File: src/rtl/tmr_pkg.sv
package tmr_pkg;

    typedef enum logic [2:0] {
        A_CNT_LO = 3'd0,
        A_CNT_HI = 3'd1,
        A_CMP_LO = 3'd2,
        A_CMP_HI = 3'd3,
        A_CTRL   = 3'd4,
        A_MODE   = 3'd5
    } reg_addr_e;

    typedef enum logic {
        ST_HALT = 1'b0,
        ST_RUN  = 1'b1
    } run_st_e;

    typedef enum logic [2:0] {
        NX_HOLD = 3'd0,
        NX_STEP = 3'd1,
        NX_WRAP = 3'd2,
        NX_EVT  = 3'd3,
        NX_LOAD = 3'd4
    } cnt_nx_e;

    localparam int MODE_W = 4;
    localparam logic [MODE_W-1:0] MODE_SPECIAL = 4'b1011;

    localparam int CTRL_RUN = 0;
    localparam int CTRL_IE  = 1;
    localparam int CTRL_CLR = 2;

endpackage

File: src/rtl/tmr_regs.sv
module tmr_regs
    import tmr_pkg::*;
#(
    parameter int DW = 8
) (
    input  logic                clk_i,
    input  logic                rst_i,
    input  logic                wr_en_i,
    input  logic [2:0]          wr_addr_i,
    input  logic [DW-1:0]       wr_data_i,
    output logic                lo_wr_o,
    output logic                ctrl_wr_o,
    output logic                run_bit_o,
    output logic                clr_req_o,
    output logic                ie_o,
    output logic [DW-1:0]       hi_buf_o,
    output logic [2*DW-1:0]     cmp_o,
    output logic [MODE_W-1:0]   mode_o
);
    localparam int NBYTES = 2;

    // write decode
    always_comb begin
        lo_wr_o   = wr_en_i && (wr_addr_i == A_CNT_LO);
        ctrl_wr_o = wr_en_i && (wr_addr_i == A_CTRL);
        run_bit_o = wr_data_i[CTRL_RUN];
        clr_req_o = ctrl_wr_o && wr_data_i[CTRL_CLR];
    end

    // counter high-byte buffer
    always_ff @(posedge clk_i) begin
        if (rst_i) begin
            hi_buf_o <= '0;
        end else if (wr_en_i && (wr_addr_i == A_CNT_HI)) begin
            hi_buf_o <= wr_data_i;
        end
    end

    // compare register, one byte lane per address
    for (genvar g = 0; g < NBYTES; g++) begin : g_cmp_lane
        localparam logic [2:0] LANE_ADDR = 3'(int'(A_CMP_LO) + g);
        always_ff @(posedge clk_i) begin
            if (rst_i) begin
                cmp_o[g*DW +: DW] <= '0;
            end else if (wr_en_i && (wr_addr_i == LANE_ADDR)) begin
                cmp_o[g*DW +: DW] <= wr_data_i;
            end
        end
    end

    // interrupt enable and mode field
    always_ff @(posedge clk_i) begin
        if (rst_i) begin
            ie_o   <= 1'b0;
            mode_o <= '0;
        end else begin
            if (ctrl_wr_o) begin
                ie_o <= wr_data_i[CTRL_IE];
            end
            if (wr_en_i && (wr_addr_i == A_MODE)) begin
                mode_o <= wr_data_i[MODE_W-1:0];
            end
        end
    end

endmodule

File: src/rtl/tmr_ctl.sv
module tmr_ctl
    import tmr_pkg::*;
(
    input  logic    clk_i,
    input  logic    rst_i,
    input  logic    ctrl_wr_i,
    input  logic    run_bit_i,
    input  logic    tick_i,
    input  logic    lo_wr_i,
    input  logic    fire_i,
    input  logic    at_max_i,
    output logic    step_o,
    output cnt_nx_e act_o
);
    run_st_e state, state_nx;

    // state register
    always_ff @(posedge clk_i) begin
        if (rst_i) begin
            state <= ST_HALT;
        end else begin
            state <= state_nx;
        end
    end

    // transitions: GO and STOP
    always_comb begin
        state_nx = state;
        unique case (state)
            ST_HALT: if (ctrl_wr_i && run_bit_i)  state_nx = ST_RUN;
            ST_RUN:  if (ctrl_wr_i && !run_bit_i) state_nx = ST_HALT;
            default: state_nx = ST_HALT;
        endcase
    end

    // outputs: step qualifier and counter action by priority
    always_comb begin
        step_o = (state == ST_RUN) && tick_i;
        if (lo_wr_i) begin
            act_o = NX_LOAD;
        end else if (fire_i) begin
            act_o = NX_EVT;
        end else if (step_o && at_max_i) begin
            act_o = NX_WRAP;
        end else if (step_o) begin
            act_o = NX_STEP;
        end else begin
            act_o = NX_HOLD;
        end
    end

endmodule

File: src/rtl/tmr_cnt.sv
module tmr_cnt
    import tmr_pkg::*;
#(
    parameter int CW = 16
) (
    input  logic          clk_i,
    input  logic          rst_i,
    input  cnt_nx_e       act_i,
    input  logic [CW-1:0] load_i,
    output logic [CW-1:0] count_o,
    output logic          at_max_o
);
    localparam logic [CW-1:0] ONE = CW'(1);

    always_ff @(posedge clk_i) begin
        if (rst_i) begin
            count_o <= '0;
        end else begin
            unique case (act_i)
                NX_HOLD: count_o <= count_o;
                NX_STEP: count_o <= count_o + ONE;
                NX_WRAP: count_o <= '0;
                NX_EVT:  count_o <= '0;
                NX_LOAD: count_o <= load_i;
                default: count_o <= count_o;
            endcase
        end
    end

    assign at_max_o = &count_o;

endmodule

File: src/rtl/tmr_evt.sv
module tmr_evt
    import tmr_pkg::*;
#(
    parameter int CW = 16
) (
    input  logic              clk_i,
    input  logic              rst_i,
    input  logic              step_i,
    input  logic [MODE_W-1:0] mode_i,
    input  logic [CW-1:0]     cmp_i,
    input  logic [CW-1:0]     count_i,
    input  cnt_nx_e           act_i,
    input  logic              clr_req_i,
    input  logic              conv_en_i,
    output logic              fire_o,
    output logic              flag_o,
    output logic              trig_o,
    output logic              conv_start_o
);
    assign fire_o = step_i && (mode_i == MODE_SPECIAL) && (count_i == cmp_i);

    // sticky overflow flag: a set wins over a clear
    always_ff @(posedge clk_i) begin
        if (rst_i) begin
            flag_o <= 1'b0;
        end else if (act_i == NX_WRAP) begin
            flag_o <= 1'b1;
        end else if (clr_req_i) begin
            flag_o <= 1'b0;
        end
    end

    // registered event pulses, aligned with the reset count
    always_ff @(posedge clk_i) begin
        if (rst_i) begin
            trig_o       <= 1'b0;
            conv_start_o <= 1'b0;
        end else begin
            trig_o       <= fire_o;
            conv_start_o <= fire_o && conv_en_i;
        end
    end

endmodule

File: src/rtl/cmp_timer.sv
module cmp_timer
    import tmr_pkg::*;
#(
    parameter int DW = 8
) (
    input  logic            clk_i,
    input  logic            rst_i,
    input  logic            tick_i,
    input  logic            conv_en_i,
    input  logic            wr_en_i,
    input  logic [2:0]      wr_addr_i,
    input  logic [DW-1:0]   wr_data_i,
    output logic [2*DW-1:0] count_o,
    output logic            ovf_flag_o,
    output logic            irq_o,
    output logic            trig_o,
    output logic            conv_start_o
);
    localparam int CW = 2 * DW;

    logic              lo_wr, ctrl_wr, run_bit, clr_req, ie;
    logic              step, fire, at_max;
    logic [DW-1:0]     hi_buf;
    logic [CW-1:0]     cmp;
    logic [MODE_W-1:0] mode;
    cnt_nx_e           act;

    tmr_regs #(.DW(DW)) u_regs (
        .clk_i     (clk_i),
        .rst_i     (rst_i),
        .wr_en_i   (wr_en_i),
        .wr_addr_i (wr_addr_i),
        .wr_data_i (wr_data_i),
        .lo_wr_o   (lo_wr),
        .ctrl_wr_o (ctrl_wr),
        .run_bit_o (run_bit),
        .clr_req_o (clr_req),
        .ie_o      (ie),
        .hi_buf_o  (hi_buf),
        .cmp_o     (cmp),
        .mode_o    (mode)
    );

    tmr_ctl u_ctl (
        .clk_i     (clk_i),
        .rst_i     (rst_i),
        .ctrl_wr_i (ctrl_wr),
        .run_bit_i (run_bit),
        .tick_i    (tick_i),
        .lo_wr_i   (lo_wr),
        .fire_i    (fire),
        .at_max_i  (at_max),
        .step_o    (step),
        .act_o     (act)
    );

    tmr_cnt #(.CW(CW)) u_cnt (
        .clk_i    (clk_i),
        .rst_i    (rst_i),
        .act_i    (act),
        .load_i   ({hi_buf, wr_data_i}),
        .count_o  (count_o),
        .at_max_o (at_max)
    );

    tmr_evt #(.CW(CW)) u_evt (
        .clk_i        (clk_i),
        .rst_i        (rst_i),
        .step_i       (step),
        .mode_i       (mode),
        .cmp_i        (cmp),
        .count_i      (count_o),
        .act_i        (act),
        .clr_req_i    (clr_req),
        .conv_en_i    (conv_en_i),
        .fire_o       (fire),
        .flag_o       (ovf_flag_o),
        .trig_o       (trig_o),
        .conv_start_o (conv_start_o)
    );

    assign irq_o = ovf_flag_o && ie;

endmodule

File: config.mk
export PLATFORM = sky130hd
export DESIGN_NAME = cmp_timer
export DESIGN_NICKNAME = d
export VERILOG_FILES = /design/src/rtl/tmr_pkg.sv /design/src/rtl/tmr_regs.sv /design/src/rtl/tmr_ctl.sv /design/src/rtl/tmr_cnt.sv /design/src/rtl/tmr_evt.sv /design/src/rtl/cmp_timer.sv
export SDC_FILE = /design/constraint.sdc
export NUM_CORES = 1
export LEC_CHECK = 0
export BUFFER_PORTS_ARGS = -buffer_cell sky130_fd_sc_hd__buf_2
export CAP_MARGIN = 10
export CELL_PAD_IN_SITES_DETAIL_PLACEMENT = 2
export CELL_PAD_IN_SITES_GLOBAL_PLACEMENT = 2
export CORE_UTILIZATION = 35
export DETAILED_ROUTE_END_ITERATION = 16
export PLACE_DENSITY = 0.88
export SYNTH_ARGS = -nofsm -noshare
export SYNTH_HDL_FRONTEND = slang
export SYNTH_HIERARCHICAL = 1
export SYNTH_SLANG_ARGS = --single-unit
File: constraint.sdc
create_clock -name clk_i -period 3.9 [get_ports clk_i]
set_clock_uncertainty 0.15 [all_clocks]
set_input_delay 0.39 -clock clk_i [delete_from_list [all_inputs] [get_ports clk_i]]
set_output_delay 0.39 -clock clk_i [all_outputs]
set_load 0.01 [all_outputs]
==> results of run 1 <==
## cell usage in the layout, fill, tap and decap left out, types with 2 or more instances in the layout
cell,n
dfxtp_1,49
nand2b_1,39
buf_2,35
mux2i_1,32
nor2_1,16
xor2_1,16
nand2_1,13
buf_4,11
a21oi_1,10
and2_1,8
nand3_1,8
nor3_1,8
o21ai_0,8
xnor2_1,8
clkbuf_8,7
inv_1,6
a22o_1,6
nand4_1,5
nor4_1,5
a22oi_1,4
o22ai_1,4
nand4b_1,3
and4_1,2
nor2b_1,2
a31oi_1,2
a32oi_1,2
nand4bb_1,2
## kinds of logic (layout without fill, tap and decap cells)
group	count (synthesis)	in the layout	synth area share [%]
simple gates	122	122	26.3
flops	49	49	35.9
compound gates	46	46	12.0
mux	32	32	11.7
xor+xnor	25	25	8.71
buf+inv	25	60	4.95
fa+ha+maj	1	1	0.458
## worst register-to-register path: stages, from the launching register on
cell and delay, ps:
dfxtp_1 500, ha_1 280, and3_1 260, and2_1 250
nand3_1 120, nor2_1 150, nand3b_1 140, a21oi_1 120
nor2_2 610, and2_1 430, nor3_1 160, a31oi_1 220
o21ai_0 90
## through the flow
stage                     util, %  setup slack [ps]  cell area, µm²
final                        42.0               272            3110
after global routing         42.0              19.6            3110
after CTS                    42.0              27.5            3110
after detailed placement     40.6               149            3010
after global placement       40.6               423            3010
after floorplan                 -               964            2730
## routing by layer
| metal | GRT usage [%] | part of all wire [%] | vias up |
|---|---|---|---|
| met5 | 0 | 0 | - |
| met4 | 6.59 | 1.5 | 0 |
| met3 | 3.45 | 4.2 | 12 |
| met2 | 40.6 | 50 | 60 |
| met1 | 30.7 | 44 | 1219 |
| li1 | - | - | 1131 |
## sequential cells by signal (all words and copies together) (netlist names), named ones only
register	flops
u_evt/conv_start_o	1
u_regs/mode_o	4
u_regs/hi_buf_o	8
u_cnt/count_o	16
u_evt/flag_o	1
u_evt/trig_o	1
u_regs/cmp_o	16
u_regs/ie_o	1
## final cells by class
class	count	share of cell area, %
multi-input cells	226	52.1
flip-flops and latches	49	31.5
repair buffers	46	8.28
well taps	99	3.98
clock buffers	7	3.09
inverters	6	0.723
clock inverters	1	0.281
## path summary, 6_finish.rpt
check                startpoint                  to  slack [ps]  depth (start not counted)
max reg2reg    u_cnt/count_o[0]   u_cnt/count_o[13]         270                         12
min reg2reg  u_regs/hi_buf_o[7]  u_regs/hi_buf_o[7]         340                          2
min                   conv_en_i  u_evt/conv_start_o         180                          3
max            u_cnt/count_o[0]   u_cnt/count_o[13]         270                         12
## timing repair
item | 4_1_cts | 5_1_grt
setup endpoints to repair | 0 | 8
gates resized for setup | 0 | 1
endpoints found under the hold margin | 0 | 0
## power groups by stage
stage	sequential, µW	clock [µW]	combinational, µW
detailed placement	533	0	107
global route	523	378	116
CTS	522	355	108
global placement	532	0	101
finish	522	349	108
floorplan	533	0	62.9
==> flow_summary.toml, run 1 <==
[floorplanning]
ios = 36
core_um2 = 7410
dieArea_um2 = 8160
chipHeight_um = 90.3
fp.dieW_um = 90.3
initial_utilization_pct = 36.9
row_count = 31

[timing]
fin_crit_ps = 3630
hold_viol_final = 0
setup_viol = 0
holdWs_ps = 177
setup_tns_ps = 0
fin_crit_sh_pct = 93.0
slew_violations = 0
clock.fmax_mhz = 276
grt_setup_unrepaired = "no"
tightest_slew_ps = 903
relSlewSlack_pct = 39.8

[critical_path]
critPathMaxStageDelay_ps = 610
endpoint_kind = "flip-flop"
path_max_fanout = 11
crit_required_ps = 3910
crit_top_cell = "and2_1"
crit_chain = "ha_1 > and3_1 > and2_1 > nand3_1 > nor2_1 > nand3b_1 > a21oi_1 > nor2_2 > and2_1 > nor3_1 > a31oi_1 > o21ai_0"
crit_path_start_kind = "flip-flop"
path_delay_family = "simple AND/OR/NAND/NOR gates"
crit_type = "flip-flop to flip-flop"
crit_slowest_cell = "nor2_2"
critPathBufInv = 0
cp_data_arrival_time_ps = 3640

[yosys]
ys_seq_area_share_pct = 35.9
yosysUniqueCellTypes = 50
synth_fp_nets = 317
yosysTopAreaCell = "dfxtp_1"
ys_seq_elements = 49
yosys_warnings = 6
syn_area_um2 = 2730
synth.top_cell.area_share_pct = 35.9
syn_inst = 300
yosysMostFrequentCell = "dfxtp_1"
ys.flop_type = "dfxtp_1"
synth_edf_count = 0
async_flop_share_pct = 0
ys_top_cells_by_count = "dfxtp_1, nand2b_1, mux2i_1"
avgSynthCellArea_um2 = 9.10
ys_top_cells_by_area = "dfxtp_1, mux2i_1, nand2b_1"

[global_routing]
grt_pass1_vias = 2649
grt_overflow = 0
grt_max_degree = 58
grt_pass1_wl_um = 14900
grt_util_all_layers_pct = 23.6
antenna_found_initial = 0

[clock_tree]
postCtsSetupRepairBufs = 0
clk_pin_slew_ps = 100
htree_levels = 2
clk_path_buf_depth = 2
cts.sinks = 49
clock_latency_ps = 310
hold_buffers = 0
cts_tree = "done"
cts_made_buffers = 5
clock-root-buffer = "clkbuf_8"

[power]
pwr-share-comb_pct = 11.0
power_frac_clock_pct = 35.7
p_switching_uw = 260
p_int_uw = 719
cellLeakagePower_uw = 0.00135
seq_power_share_pct = 53.3
finalPower_uw = 978
swShare_pct = 26.5
p_per_area_nw_per_um2 = 314
vdd_drop_max_mv = 0.131

[worst_hold_path]
hold_path_class = "primary input to flip-flop"

[routing]
dr.pass1.iters = 4
drc_errors = 0
avgRoutedWirePerCell_um = 21.5
initialDrtViolationCount = 158
postRouteAntennaNets = 0
vias = 2422
wl_um = 9350
vias_per_cell = 5.58

[final_layout]
multi_input_area_um2 = 1620
antenna_cells = 0
final_cell_count_no_fill = 434
syn_to_final_growth_pct = 14.0
drive_gt1_share_pct = 19.1
nets = 351
regArea_um2 = 981
fill_cells = 827

[run_status]
status = "complete, no violations"

[placed_design]
place_congestion = 0.847
dpl.cell_count = 426
hpwl_um = 6940
io_buffers = 35

[run]
maxCapViolCount = 0
Power figures use the tool's default switching activity.
==> inputs of run 2 (changes only) <==
--- a/config.mk
+++ b/config.mk
@@ -9,6 +9,7 @@
 export CAP_MARGIN = 10
 export CELL_PAD_IN_SITES_DETAIL_PLACEMENT = 2
 export CELL_PAD_IN_SITES_GLOBAL_PLACEMENT = 2
+export CORE_MARGIN = 2
 export CORE_UTILIZATION = 35
 export DETAILED_ROUTE_END_ITERATION = 16
 export PLACE_DENSITY = 0.88
==> constraint.sdc (replaced) <==
create_clock -name clk_i -period 3.9 [get_ports clk_i]
set_clock_uncertainty 0.15 [all_clocks]
set_input_delay 0.78 -clock clk_i [delete_from_list [all_inputs] [get_ports clk_i]]
set_output_delay 0.78 -clock clk_i [all_outputs]
set_load 0.05 [all_outputs]
==> run 2 against run 1 <==
Critical path type unchanged. Largest power group unchanged. Largest cell class unchanged. Sequential power about the same. Cell count increased by 0.69%. Critical path depth unchanged. Power increased by 4.8%. Register-to-register slack got worse by 30 ps.
==> flow_summary.toml, run 2 (same netlist as run 1, synthesis figures left out) <==
[run_status]
status = "complete, no violations"

[global_routing]
grt_overflow = 0
antenna_found_initial = 0
grt_max_degree = 39
grt_pass1_wl_um = 15400
grt_util_all_layers_pct = 23.8
grt_pass1_vias = 2675

[floorplanning]
initial_utilization_pct = 35.7
ios = 36
fp.dieW_um = 92.3
row_count = 32
dieArea_um2 = 8520
core_um2 = 7650
chipHeight_um = 92.3

[timing]
fin_crit_sh_pct = 93.8
hold_viol_final = 0
grt_setup_unrepaired = "no"
setup_tns_ps = 0
fin_crit_ps = 3660
clock.fmax_mhz = 273
slew_violations = 0
relSlewSlack_pct = 46.1
setup_viol = 0
tightest_slew_ps = 804

[clock_tree]
cts_resized = 0
cts_tree = "done"
cts.sinks = 49
clk_pin_slew_ps = 100
htree_levels = 2
clock-root-buffer = "clkbuf_8"
postCtsSetupRepairBufs = 0
clock_latency_ps = 310
cts_made_buffers = 5
clk_path_buf_depth = 2
hold_buffers = 0

[final_layout]
final_cell_mix = "dfxtp_1, nand2b_1, buf_2"
syn_to_final_growth_pct = 14.6
final_common_cell = "dfxtp_1"
final_cell_count_no_fill = 437
nets = 351
drive_gt1_share_pct = 18.8
antenna_cells = 0
reg.largest.list = "u_cnt/count_o x16, u_regs/cmp_o x16, u_regs/hi_buf_o x8"

[critical_path]
endpoint_kind = "flip-flop"
crit_required_ps = 3910
path_delay_family = "simple AND/OR/NAND/NOR gates"
critPathBufInv = 0
crit_slowest_cell = "nor2_2"
crit_chain = "ha_1 > and3_1 > and2_1 > nand3_1 > nor2_1 > nand3b_1 > a21oi_1 > nor2_2 > and2_1 > nor3_1 > a31oi_1 > o21ai_0"
crit_top_cell = "and2_1"
path_max_fanout = 11
cp_data_arrival_time_ps = 3660
critPathMaxStageDelay_ps = 550
crit_path_start_kind = "flip-flop"
crit_type = "flip-flop to flip-flop"

[routing]
vias = 2404
postRouteAntennaNets = 0
vias_per_cell = 5.50
avgRoutedWirePerCell_um = 22.1
drc_errors = 0
wl_um = 9670
initialDrtViolationCount = 108
dr.pass1.iters = 4

[placed_design]
place_congestion = 0.902
hpwl_um = 7180
dpl.cell_count = 429
io_buffers = 35

[worst_hold_path]
hold_path_class = "flip-flop to flip-flop"

[power]
vdd_drop_max_mv = 0.134
cellLeakagePower_uw = 0.00135
p_per_area_nw_per_um2 = 328

[run]
maxCapViolCount = 0
[run 2: worst min-delay path, cell delays in order, from the launching register on]
cell	delay, ps
dfxtp_1	320
nand2b_1	60
mux2i_1	60
[run 2: power breakdown]
group	leakage, µW	internal [µW]	switching, µW
Clock	0.0000585	209	173
Combinational	0.000898	43.9	76.5
Sequential	0.000396	511	11.9
[run 2: final cells by class]
cell class | instances | area (µm²)
fill | 849 | 4520
multi-input combinational | 226 | 1620
sequential | 49 | 981
timing repair buffer | 46 | 258
tap | 102 | 128
clock buffer | 7 | 86.3
clock inverter | 1 | 30.0
inverter | 6 | 22.5
[run 2: final timing paths]
kind	end	slack (ps)	depth (start not counted)	startpoint
worst max-delay path	u_cnt/count_o[13]	240	12	u_cnt/count_o[0]
worst min-delay path	u_regs/mode_o[3]	340	2	u_regs/mode_o[3]
worst max register to register	u_cnt/count_o[13]	240	12	u_cnt/count_o[0]
worst min register to register	u_regs/mode_o[3]	340	2	u_regs/mode_o[3]
[run 2: routing by layer]
metal / up-vias / track usage [%] / share of wire [%]
met3: 15 / 2.85 / 2.5
met5: - / 0 / 0
li1: 1124 / - / -
met2: 51 / 43.1 / 51
met1: 1214 / 29.2 / 44
met4: 0 / 7.59 / 2.5
[run 2: per-stage QoR]
stage	setup WS, ps	total power, µW	cell area (µm²)	utilization, %	hold WS (ps)
finish	244	1030	3130	40.9	338
global route	51.9	1070	3130	40.9	364
CTS	56.6	1040	3130	40.9	347
detailed placement	130	652	3010	39.3	330
global placement	429	646	3010	39.3	306
floorplan	630	607	2730	-	294
==> inputs of run 3 (changes only) <==
==> constraint.sdc (replaced) <==
create_clock -name clk_i -period 3.9 [get_ports clk_i]
set_clock_uncertainty 0.15 [all_clocks]
set_input_delay 0.975 -clock clk_i [delete_from_list [all_inputs] [get_ports clk_i]]
set_output_delay 0.975 -clock clk_i [all_outputs]
set_load 0.05 [all_outputs]
==> run 3 against run 2 <==
Power down 7.1%. Cell count unchanged. First-iteration DRC count up 43%. Core utilization down 0.41 points. Count of clock-buffer cells in the layout down 1. Largest power group unchanged. Highest routed layer unchanged.
==> flow_summary.toml, run 3 (same netlist as run 1, synthesis figures left out) <==
[final_layout]
final_common_cell = "dfxtp_1"
syn_to_final_growth_pct = 13.4
final_cell_count_no_fill = 437
final_cell_mix = "dfxtp_1, nand2b_1, buf_2"
reg.largest.list = "u_cnt/count_o x16, u_regs/cmp_o x16, u_regs/hi_buf_o x8"
nets = 351
finish.utilization_pct = 40.5
antenna_cells = 0
drive_gt1_share_pct = 18.5
fill_cells = 879

[clock_tree]
clock_latency_ps = 310
clock-root-buffer = "clkbuf_8"
cts_resized = 0
cts.sinks = 49
clk_path_buf_depth = 2
cts_tree = "done"
htree_levels = 2
cts_made_buffers = 5
clk_pin_slew_ps = 100
hold_buffers = 0
postCtsSetupRepairBufs = 0

[timing]
relSlewSlack_pct = 41.0
clock.fmax_mhz = 284
hold_viol_final = 0
setup_tns_ps = 0
tightest_slew_ps = 885
setup_viol = 0
fin_crit_ps = 3520
fin_crit_sh_pct = 90.4
slew_violations = 0
grt_setup_unrepaired = "no"

[worst_hold_path]
hold_path_class = "flip-flop to flip-flop"
holdPathStages = 2

[critical_path]
crit_required_ps = 3900
worstRegToRegCells = 13
crit_type = "flip-flop to flip-flop"
crit_path_start_kind = "flip-flop"
path_max_fanout = 7
endpoint_kind = "flip-flop"
cp_data_arrival_time_ps = 3520

[floorplanning]
core_um2 = 7650
dieArea_um2 = 8520
ios = 36
row_count = 32
fp.dieW_um = 92.3
chipHeight_um = 92.3
initial_utilization_pct = 35.7

[routing]
dr.pass1.iters = 6
initialDrtViolationCount = 154
avgRoutedWirePerCell_um = 20.0
vias_per_cell = 5.55
vias = 2427
postRouteAntennaNets = 0
drc_errors = 0
wl_um = 8760

[placed_design]
io_buffers = 35
place_congestion = 0.855
hpwl_um = 6460
dpl.cell_count = 429

[global_routing]
grt_pass1_wl_um = 14100
antenna_found_initial = 0
grt_pass1_vias = 2566
grt_max_degree = 58
grt_overflow = 0
grt_util_all_layers_pct = 21.4

[power]
vdd_drop_max_mv = 0.164
p_per_area_nw_per_um2 = 308
cellLeakagePower_uw = 0.00133

[run_status]
status = "complete, no violations"

[run]
maxCapViolCount = 0
-- run 3: area by class of cell --
cell class / instances / area [µm²] / share of cell area, %
multi-input combinational: 226 / 1620 / 52.3
sequential: 49 / 981 / 31.7
timing repair buffer: 46 / 258 / 8.32
tap: 102 / 128 / 4.12
clock buffer: 6 / 72.6 / 2.34
inverter: 6 / 22.5 / 0.727
clock inverter: 2 / 15.0 / 0.485
-- run 3: final timing paths --
kind	startpoint	endpoint	slack, ps
max	u_cnt/count_o[0]	u_cnt/count_o[6]	380
min	u_regs/mode_o[1]	u_regs/mode_o[1]	340
max reg2reg	u_cnt/count_o[0]	u_cnt/count_o[6]	380
min reg2reg	u_regs/mode_o[1]	u_regs/mode_o[1]	340
-- run 3: through the flow --
step                worst slack, ps  power [µW]  hold slack (ps)  area, µm²
floorplan                       630         607              294       2730
global route                    237         992              374       3100
global placement                691         644              305       3010
CTS                             417         962              342       3100
detailed placement              487         649              321       3010
finish                          376         953              338       3100
-- run 3: critical path, stage by stage, from the launching register on --
cell      delay [ps]
dfxtp_1          350
ha_1             250
and3_1           270
and2_1           240
nand3_1          120
nor2_1           280
nand3b_1         160
a21oi_1           90
nor2_1           620
buf_4            290
nor3_1            70
a22o_1           220
a21oi_1          160
nor3_1            80
-- run 3: layer usage --
layer | share of wire [%] | wire, µm | vias up | GRT usage (%)
met5 | 0 | 0 | - | 0
met4 | 2.3 | 198 | 0 | 6.97
met3 | 3.0 | 266 | 10 | 3.17
met2 | 51 | 4500 | 60 | 37.8
met1 | 43 | 3800 | 1222 | 26.7
li1 | - | - | 1135 | -
-- run 3: power by group --
part	leakage (µW)	switching, µW	total, µW	internal (µW)
logic	0.000896	73.6	118	44.1
registers	0.000396	9.47	520	511
clock network	0.0000374	188	315	127
